File: src/rtl/irq_agg_pkg.sv
package irq_agg_pkg;

    typedef enum logic [1:0] {
        SEL_STAT = 2'd0,
        SEL_MASK = 2'd1,
        SEL_CTRL = 2'd2,
        SEL_NONE = 2'd3
    } reg_sel_e;

    typedef struct packed {
        logic force_irq;
        logic port_en;
    } ctrl_t;

endpackage

File: src/rtl/irq_port_regs.sv
module irq_port_regs
    import irq_agg_pkg::*;
#(
    parameter int NUM_EVENTS = 8
) (
    input  logic                  clk,
    input  logic                  rst_n,
    input  logic [NUM_EVENTS-1:0] evt_pulse,
    input  logic                  mask_we,
    input  logic                  ctrl_we,
    input  logic                  stat_rd,
    input  logic [NUM_EVENTS-1:0] wr_mask,
    input  ctrl_t                 wr_ctrl,
    output logic [NUM_EVENTS-1:0] stat_o,
    output logic [NUM_EVENTS-1:0] mask_o,
    output ctrl_t                 ctrl_o,
    output logic                  port_irq
);

    typedef struct packed {
        logic [NUM_EVENTS-1:0] stat;
        logic [NUM_EVENTS-1:0] mask;
        ctrl_t                 ctrl;
    } state_t;

    state_t st_d, st_q;

    always_comb begin
        st_d = st_q;
        // clear-on-read first, then new events: a coinciding event survives
        st_d.stat = (stat_rd ? '0 : st_q.stat) | evt_pulse;
        if (mask_we) st_d.mask = wr_mask;
        if (ctrl_we) st_d.ctrl = wr_ctrl;
    end

    always_ff @(posedge clk or negedge rst_n) begin
        if (!rst_n) st_q <= '0;
        else        st_q <= st_d;
    end

    assign stat_o   = st_q.stat;
    assign mask_o   = st_q.mask;
    assign ctrl_o   = st_q.ctrl;
    assign port_irq = st_q.ctrl.port_en &
                      ((|(st_q.stat & st_q.mask)) | st_q.ctrl.force_irq);

    // without a read, no set status bit is lost
    a_r2_sticky: assert property (@(posedge clk) disable iff (!rst_n)
        !stat_rd |=> ((st_q.stat & $past(st_q.stat)) == $past(st_q.stat)));

    // a read with no coinciding event empties the status
    a_r3_clear_on_read: assert property (@(posedge clk) disable iff (!rst_n)
        (stat_rd && evt_pulse == '0) |=> (st_q.stat == '0));

    // events coinciding with a read are the only bits left afterwards
    a_r4_event_kept: assert property (@(posedge clk) disable iff (!rst_n)
        stat_rd |=> (st_q.stat == $past(evt_pulse)));

endmodule

File: src/rtl/irq_combine.sv
module irq_combine #(
    parameter int NUM_PORTS = 6
) (
    input  logic                 clk,
    input  logic                 rst_n,
    input  logic [NUM_PORTS-1:0] port_irq,
    output logic                 irq_n
);

    typedef struct packed {
        logic irq_n;
    } state_t;

    state_t st_d, st_q;

    always_comb begin
        st_d       = st_q;
        st_d.irq_n = ~(|port_irq);
    end

    always_ff @(posedge clk or negedge rst_n) begin
        if (!rst_n) st_q <= '{irq_n: 1'b1};
        else        st_q <= st_d;
    end

    assign irq_n = st_q.irq_n;

    // any port cause pulls the pin low one edge later
    a_r6_assert_next: assert property (@(posedge clk) disable iff (!rst_n)
        (|port_irq) |=> !irq_n);

    // with no port cause the pin is released one edge later
    a_r9_release_next: assert property (@(posedge clk) disable iff (!rst_n)
        !(|port_irq) |=> irq_n);

endmodule

File: src/rtl/irq_aggregator.sv
module irq_aggregator
    import irq_agg_pkg::*;
#(
    parameter  int NUM_PORTS  = 6,
    parameter  int NUM_EVENTS = 8,
    parameter  int DATA_W     = 16,
    localparam int PORT_W     = (NUM_PORTS > 1) ? $clog2(NUM_PORTS) : 1,
    localparam int ADDR_W     = PORT_W + 2
) (
    input  logic                            clk,
    input  logic                            rst_n,
    input  logic [NUM_PORTS*NUM_EVENTS-1:0] evt_i,
    input  logic [ADDR_W-1:0]               reg_addr,
    input  logic                            reg_wr_en,
    input  logic [DATA_W-1:0]               reg_wdata,
    input  logic                            reg_rd_en,
    output logic [DATA_W-1:0]               reg_rdata,
    output logic                            irq_n
);

    logic [PORT_W-1:0]     port_idx;
    reg_sel_e              sel;
    logic                  port_ok;
    logic [NUM_PORTS-1:0]  port_irq;
    logic [NUM_EVENTS-1:0] stat_all [NUM_PORTS];
    logic [NUM_EVENTS-1:0] mask_all [NUM_PORTS];
    ctrl_t                 ctrl_all [NUM_PORTS];
    logic                  unused_wdata;

    assign port_idx     = reg_addr[ADDR_W-1:2];
    assign sel          = reg_sel_e'(reg_addr[1:0]);
    assign port_ok      = int'(port_idx) < NUM_PORTS;
    assign unused_wdata = ^reg_wdata;

    for (genvar g = 0; g < NUM_PORTS; g++) begin : g_port
        logic hit;
        assign hit = port_ok && (port_idx == PORT_W'(g));

        irq_port_regs #(.NUM_EVENTS(NUM_EVENTS)) i_port (
            .clk       (clk),
            .rst_n     (rst_n),
            .evt_pulse (evt_i[g*NUM_EVENTS +: NUM_EVENTS]),
            .mask_we   (hit && reg_wr_en && sel == SEL_MASK),
            .ctrl_we   (hit && reg_wr_en && sel == SEL_CTRL),
            .stat_rd   (hit && reg_rd_en && sel == SEL_STAT),
            .wr_mask   (reg_wdata[NUM_EVENTS-1:0]),
            .wr_ctrl   (ctrl_t'(reg_wdata[1:0])),
            .stat_o    (stat_all[g]),
            .mask_o    (mask_all[g]),
            .ctrl_o    (ctrl_all[g]),
            .port_irq  (port_irq[g])
        );
    end

    always_comb begin
        reg_rdata = '0;
        if (port_ok) begin
            case (sel)
                SEL_STAT: reg_rdata[NUM_EVENTS-1:0] = stat_all[port_idx];
                SEL_MASK: reg_rdata[NUM_EVENTS-1:0] = mask_all[port_idx];
                SEL_CTRL: reg_rdata[1:0]            = ctrl_all[port_idx];
                default:  reg_rdata                 = '0;
            endcase
        end
    end

    irq_combine #(.NUM_PORTS(NUM_PORTS)) i_combine (
        .clk      (clk),
        .rst_n    (rst_n),
        .port_irq (port_irq),
        .irq_n    (irq_n)
    );

    // an invalid port index always reads zero
    a_r10_bad_port_zero: assert property (@(posedge clk) disable iff (!rst_n)
        !port_ok |-> (reg_rdata == '0));

endmodule

File: config.mk
export PLATFORM = sky130hd
export DESIGN_NAME = irq_aggregator
export DESIGN_NICKNAME = d
export VERILOG_FILES = /design/src/rtl/irq_agg_pkg.sv /design/src/rtl/irq_port_regs.sv /design/src/rtl/irq_combine.sv /design/src/rtl/irq_aggregator.sv
export SDC_FILE = /design/constraint.sdc
export NUM_CORES = 1
export LEC_CHECK = 0
export BUFFER_PORTS_ARGS = -buffer_cell sky130_fd_sc_hd__buf_2
export CORE_MARGIN = 2
export CORE_UTILIZATION = 48
export CTS_CLUSTER_DIAMETER = 100
export DETAILED_ROUTE_END_ITERATION = 7
export HOLD_SLACK_MARGIN = 0.02
export PLACE_DENSITY_LB_ADDON = 0.2
export SKIP_LAST_GASP = 1
export SYNTH_ARGS = -nofsm -noshare
export SYNTH_HDL_FRONTEND = slang
export SYNTH_SLANG_ARGS = --single-unit
File: constraint.sdc
create_clock -name clk -period 3.65 [get_ports clk]
set_clock_uncertainty 0.15 [all_clocks]
set_input_delay 0.1825 -clock clk [delete_from_list [all_inputs] [get_ports clk]]
set_output_delay 0.1825 -clock clk [all_outputs]
set_load 0.03 [all_outputs]
# Word-level counts from Yosys, hierarchy flattened

Index checks and enable logic that the tools add are counted.

Bitwise operators: 26
Eq/ne operators: 7
Reduce and logical (&&, ||, !) cells: 45
Multiplexer cells: 18
Order comparisons: 2

Operator list:

| cell                                                             | count |
|---|---|
| 8-bit 2-to-1 mux                                                 | 11 |
| 8-bit AND                                                        | 6 |
| 8-bit binary-select mux with 3-bit select                        | 2 |
| 8-bit bitwise OR                                                 | 6 |
| 8-bit OR reduction                                               | 6 |
| 1-bit logical AND                                                | 36 |
| 6-bit case mux with 2 select lines                               | 1 |
| 1-bit AND                                                        | 6 |
| 2-bit binary-select mux with 3-bit select                        | 1 |
| 3-bit by 2-bit == test with 1-bit output (second input constant) | 2 |
| 3-bit == test (second input constant)                            | 2 |
| 1-bit bitwise OR                                                 | 6 |
| 2-bit case mux with 3 select lines                               | 1 |
| 6-bit OR reduction                                               | 1 |
| 4-bit greater-or-equal comparator (second input constant)        | 1 |
| 2-bit 2-to-1 mux                                                 | 2 |
| 3-bit inverter with 4-bit output                                 | 1 |
| 3-bit by 1-bit == test with 1-bit output (second input constant) | 1 |
| 3-bit zero test                                                  | 1 |
| 3-bit less-than comparator (second input constant)               | 1 |
| 2-bit by 1-bit == test with 1-bit output (second input constant) | 1 |
| 2-bit == test (second input constant)                            | 1 |
| 2-bit zero test                                                  | 1 |
| 1-bit inverter                                                   | 1 |

Bits of input ports: 73
Register bits after elaboration: 109
Output and inout bits: 17

# Depth between registers and ports, before layout

Gate-level depths: netlist (run 1).

Word-level depth: 6
Mapped depth: 7

# Cells and area by module

A second synthesis (run 1) with hierarchy kept.

Cell total of the unflattened synthesis: 409
Area total of the unflattened synthesis: 5346.4 µm²

Modules (own cells, without submodules):

| module         | seq. area each (µm²) | cells each | area each (µm²) | times used |
|---|---|---|---|---|
| irq_port_regs  | 450.4                | 45         | 678.2           | 6 |
| irq_aggregator | 0.0                  | 136        | 1233.7          | 1 |
| irq_combine    | 26.3                 | 3          | 43.8            | 1 |

# Worst setup path after synthesis (run 1)

Ideal clock, no wire load.

Path type: input-to-output
From: input port reg_addr[2]
To: output port reg_rdata[2]
Path slack: 1.656 ns
Cell stages on the path: 7
Arrival time: 1.661 ns
Cell sequence: buf_6 buf_12 buf_4 mux2i_1 nor2_1 a21oi_1 a211oi_1

Cells in the longest elaborated chain, start to end: 6

RTL lines:

| item                                                         | line                                       | RTL |
|---|---|---|
| from (decl)                                                  | irq_aggregator.sv:13                       | `input logic [ADDR_W-1:0] reg_addr,` |
| 3-bit inverter with 4-bit output (implied by the code)       | irq_aggregator.sv:59, irq_aggregator.sv:60 |  |
| 8-bit binary-select mux with 3-bit select (on tied branches) | irq_aggregator.sv:60, irq_aggregator.sv:59 |  |
| 8-bit 2-to-1 mux (on tied branches) (2 in a row)             | irq_aggregator.sv:60, irq_aggregator.sv:59 |  |
| 6-bit case mux with 2 select lines                           | irq_aggregator.sv:58                       | `case (sel)` |
| 8-bit 2-to-1 mux (*)                                         | irq_aggregator.sv:57                       | `if (port_ok) begin` |
| to (decl)                                                    | irq_aggregator.sv:17                       | `output logic [DATA_W-1:0] reg_rdata,` |

Every way passes the cells marked *; elsewhere a longest branch is shown, timed or not. The select of a mux whose other input is x is not followed.

# Worst setup path after layout (run 1)

From: input port reg_addr[2]
To: output port reg_rdata[0]

Cells in the longest elaborated chain, start to end: 6

RTL lines:

| item                                                                              | line                                                             | RTL |
|---|---|---|
| 3-bit inverter with 4-bit output (implied by the code)                            | irq_aggregator.sv:59, irq_aggregator.sv:60, irq_aggregator.sv:61 |  |
| 2-bit binary-select mux with 3-bit select, or another cell as far along           | irq_aggregator.sv:61                                             | `SEL_CTRL: reg_rdata[1:0] = ctrl_all[port_idx];` |
| 2-bit 2-to-1 mux (implied by the code), or another cell as far along (2 in a row) | irq_aggregator.sv:61                                             |  |
| 2-bit case mux with 3 select lines                                                | irq_aggregator.sv:58                                             |  |
| 8-bit 2-to-1 mux (*)                                                              | irq_aggregator.sv:57                                             |  |

Marked as above.

==> flow_summary.json, run 1 <==
{
  "overflow": 0,
  "fmax_mhz": 375.2,
  "clock_path_buffers": 2,
  "max_cap_violations": 0,
  "stdcell_count": 658,
  "die_h_microns": 109.2,
  "hold_ws_ps": 77.24,
  "synth_flop_cell": "dfrtp_1",
  "status": "finished clean",
  "p_leak_nw": 2.676,
  "synth_cells": 391,
  "fin_nets": 586,
  "io_pins": 90,
  "syn-cell-area_sq_um": 5308,
  "design_area_sq_um": 6467,
  "report.final.slew_viol_count": 0,
  "gp_congestion": 0.8492,
  "place_hpwl_microns": 9324,
  "final_cell_mix": "dfrtp_1, buf_2, mux2_2",
  "critPathRequiredTime_ps": 3320,
  "ant_nets": 0,
  "synth_area_leaders": "dfrtp_1, mux2_2, a21o_1, mux4_2, mux4_1",
  "synth.top_cell.area_share_pct": 50.92,
  "utilization_pct": 59.92,
  "numPortBuffers": 73,
  "cts_resized": 0,
  "drtIter0Drc": 313,
  "grt_pass1_vias": 3926,
  "synth-edff-count": 0,
  "clock_latency_ps": 390,
  "antenna_found_initial": 0,
  "numCtsBuffers": 9,
  "cts_max_level": 3,
  "irDropWorstVdd_v": 0.0003529,
  "finalCritPeriodShare_pct": 73.03,
  "setup_slack_ps": 984.5,
  "setup_viol": 0,
  "clk_pin_slew_worst_paths_ps": 100,
  "min_path_type": "in -> reg",
  "vias_per_cell": 5.804,
  "setup_tns_ps": 0,
  "crit_type": "in -> out",
  "synth_warnings": 0,
  "max-slew-margin-rel_pct": 26.16,
  "synth_cell_types": 37,
  "path_max_fanout": 31,
  "placementRows": 38,
  "r2r_slack_ps": 1900,
  "design.core.area_sq_um": 10790,
  "initial_core_util_pct": 49.18,
  "die_w_microns": 109.2,
  "placed_cells": 587,
  "pre_cts_slack_ps": 978.0,
  "start_kind": "primary input",
  "period_minus_slack_ps": 2665,
  "cts_tree": "built",
  "syn_avg_cell_area_sq_um": 13.57,
  "clock-root-buffer": "clkbuf_8",
  "wl_per_cell_microns": 20.45,
  "placedInstanceArea_sq_um": 5707,
  "async_reset_ff_share_pct": 100.0,
  "area_growth_pct": 21.85,
  "clock-sinks": 109,
  "num_antenna_cells": 0,
  "wirelength_microns": 13450,
  "die_area_sq_um": 11910,
  "vias": 3819,
  "hold_viol_final": 0,
  "synth_top_cell_by_area": "dfrtp_1",
  "drt_pass1_iterations": 5,
  "crit_path_end_kind": "output port",
  "track_usage_pct": 24.47,
  "power_mw": 2.791,
  "synth_seq_cells": 109,
  "route.detailed.drc": 0,
  "final_common_cell": "dfrtp_1",
  "rsz0062_at_grt": "false",
  "grt_pass1_wl_microns": 21340,
  "final_layout_size_suffix_gt1_share_pct": 33.59,
  "yosysSeqAreaShare_pct": 51.41,
  "grt_max_degree": 88,
  "worstPathArrival_ps": 2330,
  "p_per_area_nw_per_um2": 431.6,
  "tightest_slew_ps": 1108
}
where the power goes:
group | total, mW | leakage [nW] | internal (mW) | switching [mW]
Combinational | 0.552 | 1.37 | 0.308 | 0.244
Clock | 0.769 | 0.103 | 0.359 | 0.410
Sequential | 1.47 | 1.20 | 1.35 | 0.122
logic make-up (layout without fill, tap and decap cells):
logic type	count (synthesis)	after routing	share of synthesized area, %
AOI/OAI and AO/OA	103	103	14.50
buffers and inverters	27	147	3.559
DFF	109	109	51.41
muxes	96	96	24.97
other	1	8	0.07065
and+or+nand+nor	55	55	5.493
per-layer routing:
metal | GRT usage [%] | wire, microns | vias to the layer above
met5 | 0 | 0 | -
met1 | 33.10 | 6038 | 1948
li1 | - | - | 1735
met3 | 6.276 | 768 | 12
met4 | 5.861 | 191 | 0
met2 | 39.71 | 6454 | 124
synth_stat cells, types with 2 or more instances:
cell type,instances
buf_4,9
mux4_2,11
buf_6,4
nand2b_1,2
dfrtp_1,108
nand3_1,11
o21ai_1,2
nand2_1,9
mux2_4,8
nor2b_1,4
buf_2,6
nand4_1,3
a221oi_1,12
and3_1,5
a22o_1,6
mux2_2,58
a222oi_1,6
a21o_1,50
nor2_2,3
a211oi_1,6
mux2i_1,12
nor2_1,12
o21ai_0,4
mux4_1,7
nor3_1,3
a22oi_1,3
clkbuf_1,6
a21oi_1,12
critical path, cell delays in order:
cell and delay (ps):
buf_2 680, buf_4 390, mux4_2 530, nand2_1 70
o21ai_0 80, a21o_1 210, buf_2 170
worst paths after layout:
kind | endpoint | start | cells past startpoint
worst max-delay path | reg_rdata[0] | reg_addr[2] | 7
worst min-delay path | g_port[1].i_port.ctrl_o[0] | reg_wdata[0] | 2
worst max register to register | i_combine.irq_n | g_port[4].i_port.mask_o[4] | 4
worst min register to register | g_port[2].i_port.stat_o[4] | g_port[2].i_port.stat_o[4] | 1
max in group asynchronous | g_port[2].i_port.stat_o[1] | rst_n | 3
min in group asynchronous | g_port[4].i_port.stat_o[6] | rst_n | 2
flip-flops by register name, summed over array words and instances, names as in the netlist:
signal / cells
g_port.i_port.stat_o: 48
g_port.i_port.ctrl_o: 12
i_combine.irq_n: 1
g_port.i_port.mask_o: 48
area by class of cell:
type	count	area, sq um
clock buffers	12	155.1
clock inverters	4	55.05
multi-input cells	262	2416
well taps	140	175.2
flip-flops and latches	109	2729
fillers	842	4325
repair buffers	130	933.4
inverters	1	3.754
what timing repair did:
action                    CTS  global route
hold buffers               55             0
buffers inserted            0             0
hold endpoints to repair  169             0
No activity file was read; power rests on OpenSTA's default activity.
==> run 2, diff against run 1 <==
- clock period: 3.65 -> 2.2 ns (I/O delays scaled with it)
==> run 2 against run 1 <==
  * Critical endpoint is now reg_rdata[7]
  * Clock-buffer cell count fell by 1
  * Routed wire length rose by 3.4%
  * Combinational power grew 77%
  * Largest cell class unchanged
  * Register-to-register slack got worse by 1500 ps
  * Cell area grew 4.4%
  * Sequential power up 66%
  * Sequential share of layout area decreased by 1.8 points
  * Worst setup slack got worse by 950 ps
  * Largest power group unchanged
  * Highest routed layer unchanged
  * Critical path type is now reg -> out
  * Critical path depth decreased by 3
  * Clock power is 40% higher
  * Global-route usage is 0.46 points higher
  * Total power grew 61%
==> flow_summary.json, run 2 (synthesis results as in run 1) <==
{
  "status": "finished clean",
  "path_buf_inv": 1,
  "irDropWorstVdd_v": 0.0004260,
  "path_max_fanout": 3,
  "p_leak_nw": 2.815,
  "multi_input_area_sq_um": 2445,
  "place_hpwl_microns": 9669,
  "track_usage_pct": 24.93,
  "design.core.area_sq_um": 10790,
  "finalCritPeriodShare_pct": 98.40,
  "p_int_mw": 3.212,
  "final_layout_size_suffix_gt1_share_pct": 39.89,
  "num_antenna_cells": 0,
  "clock_path_buffers": 2,
  "antenna_found_initial": 0,
  "n_fill_cell": 840,
  "crit_path_end_kind": "output port",
  "clkPwrFrac_pct": 24.1,
  "io_pins": 90,
  "min_path_type": "in -> async",
  "hold_viol_final": 0,
  "final_cell_mix": "dfrtp_1, buf_2, mux2_2, dlygate4sd3_1, a21o_1",
  "combPwrFrac_pct": 21.7,
  "power_mw": 4.497,
  "p_per_area_nw_per_um2": 665.9,
  "clk_pin_slew_worst_paths_ps": 100,
  "gp_congestion": 0.8719,
  "fin_nets": 620,
  "seq_area_sq_um": 2729,
  "report.final.slew_viol_count": 0,
  "rsz0062_at_grt": "true",
  "hold_ws_ps": 53.47,
  "switching_share_pct": 28.58,
  "die_h_microns": 109.2,
  "cts_tree": "built",
  "overflow": 0,
  "vias_per_cell": 5.697,
  "grt_pass1_vias": 3997,
  "max_cap_violations": 0,
  "route.detailed.drc": 0,
  "placedInstanceArea_sq_um": 5812,
  "cp_top_family": "multiplexers",
  "period_minus_slack_ps": 2165,
  "slowest_stage": "mux4_2",
  "grt_max_degree": 78,
  "wl_per_cell_microns": 20.19,
  "critPathRequiredTime_ps": 1940,
  "initial_core_util_pct": 49.18,
  "vias": 3925,
  "clock_latency_ps": 380,
  "crit_chain": "mux4_2 -> a221oi_2 -> a211oi_1 -> buf_4",
  "final_common_cell": "dfrtp_1",
  "numCtsBuffers": 9,
  "utilization_pct": 62.57,
  "die_area_sq_um": 11910,
  "cts_max_level": 3,
  "crit_type": "reg -> out",
  "area_growth_pct": 27.23,
  "clock-sinks": 109,
  "worstPathArrival_ps": 1900,
  "design_area_sq_um": 6753,
  "p_switching_mw": 1.285,
  "numPortBuffers": 73,
  "start_kind": "flip-flop",
  "setup_viol": 0,
  "die_w_microns": 109.2,
  "grt_pass1_wl_microns": 21630,
  "slowest_delay_ps": 500,
  "wirelength_microns": 13910,
  "tightest_slew_ps": 533.9,
  "max-slew-margin-rel_pct": 64.40,
  "drt_pass1_iterations": 4,
  "drtIter0Drc": 276,
  "placementRows": 38,
  "clock-root-buffer": "clkbuf_8",
  "p_seq_share_pct": 54.2,
  "ant_nets": 0,
  "fmax_mhz": 461.9
}
-- run 2: changes by cell type in the layout (fill, tap and decap cells not counted), moves of 5 or more --
cell,previous run,this run
buf_2,72,67
mux4_2,11,18
a221oi_2,0,6
mux4_1,7,0
buf_4,3,36
a221oi_1,12,6
-- run 2: what timing repair did --
item,in CTS,in global routing
endpoints found under the setup margin,7,8
gates resized for setup,11,15
pin swaps,0,3
endpoints found under the hold margin,217,0
hold buffers,58,0
buffers inserted,2,20
-- run 2: final cells by class --
type | instances | area share (%)
Clock buffer | 11 | 2.094
Timing Repair Buffer | 164 | 18.45
Sequential cell | 109 | 40.41
Clock inverter | 2 | 0.1853
Multi-Input combinational cell | 262 | 36.21
Inverter | 1 | 0.05559
Tap cell | 140 | 2.594
-- run 2: worst paths after layout --
path	start	end	slack (ps)	cells past startpoint
min reg2reg	g_port[5].i_port.stat_o[6]	g_port[5].i_port.stat_o[6]	370	1
max reg2reg	g_port[2].i_port.stat_o[7]	i_combine.irq_n	410	6
max in group asynchronous	rst_n	g_port[0].i_port.mask_o[7]	1120	3
max	g_port[2].i_port.stat_o[7]	reg_rdata[7]	40	4
min	rst_n	g_port[4].i_port.stat_o[4]	50	2
min in group clk	reg_addr[4]	g_port[4].i_port.ctrl_o[0]	80	3
-- run 2: per-layer routing --
metal | GRT usage (%) | wire length, microns | up-vias | share of wire [%]
li1 | - | - | 1794 | -
met1 | 34.49 | 6229 | 1991 | 45
met2 | 39.13 | 6670 | 118 | 48
met3 | 4.005 | 713 | 22 | 5.1
met4 | 10.62 | 299 | 0 | 2.1
met5 | 0 | 0 | - | 0
-- run 2: worst reg2reg max path, delay by kind of cell (launching register included) --
kind	cells	cell delay, ps
AOI/OAI and AO/OA	3	700
and+or+nand+nor	2	320
buffers and inverters	1	150
DFF	1	430
-- run 2: power groups by stage --
stage	Clock (mW)	Combinational, mW	Sequential [mW]
6_report	1.08	0.975	2.44
5_1_grt	1.20	1.05	2.46
4_1_cts	1.11	0.951	2.43
3_5_place_dp	0	0.863	2.47
3_3_place_gp	0	0.843	2.47
2_1_floorplan	0	0.616	2.41
-- run 2: metrics by stage --
step           worst slack, ps  setup TNS [ps]  std cells
2_1_floorplan            351.3               0        398
3_3_place_gp             289.5               0        596
3_5_place_dp             277.9               0        596
4_1_cts                 -30.63          -33.34        669
5_1_grt                 -42.09          -109.6        689
6_report                 35.23               0        689
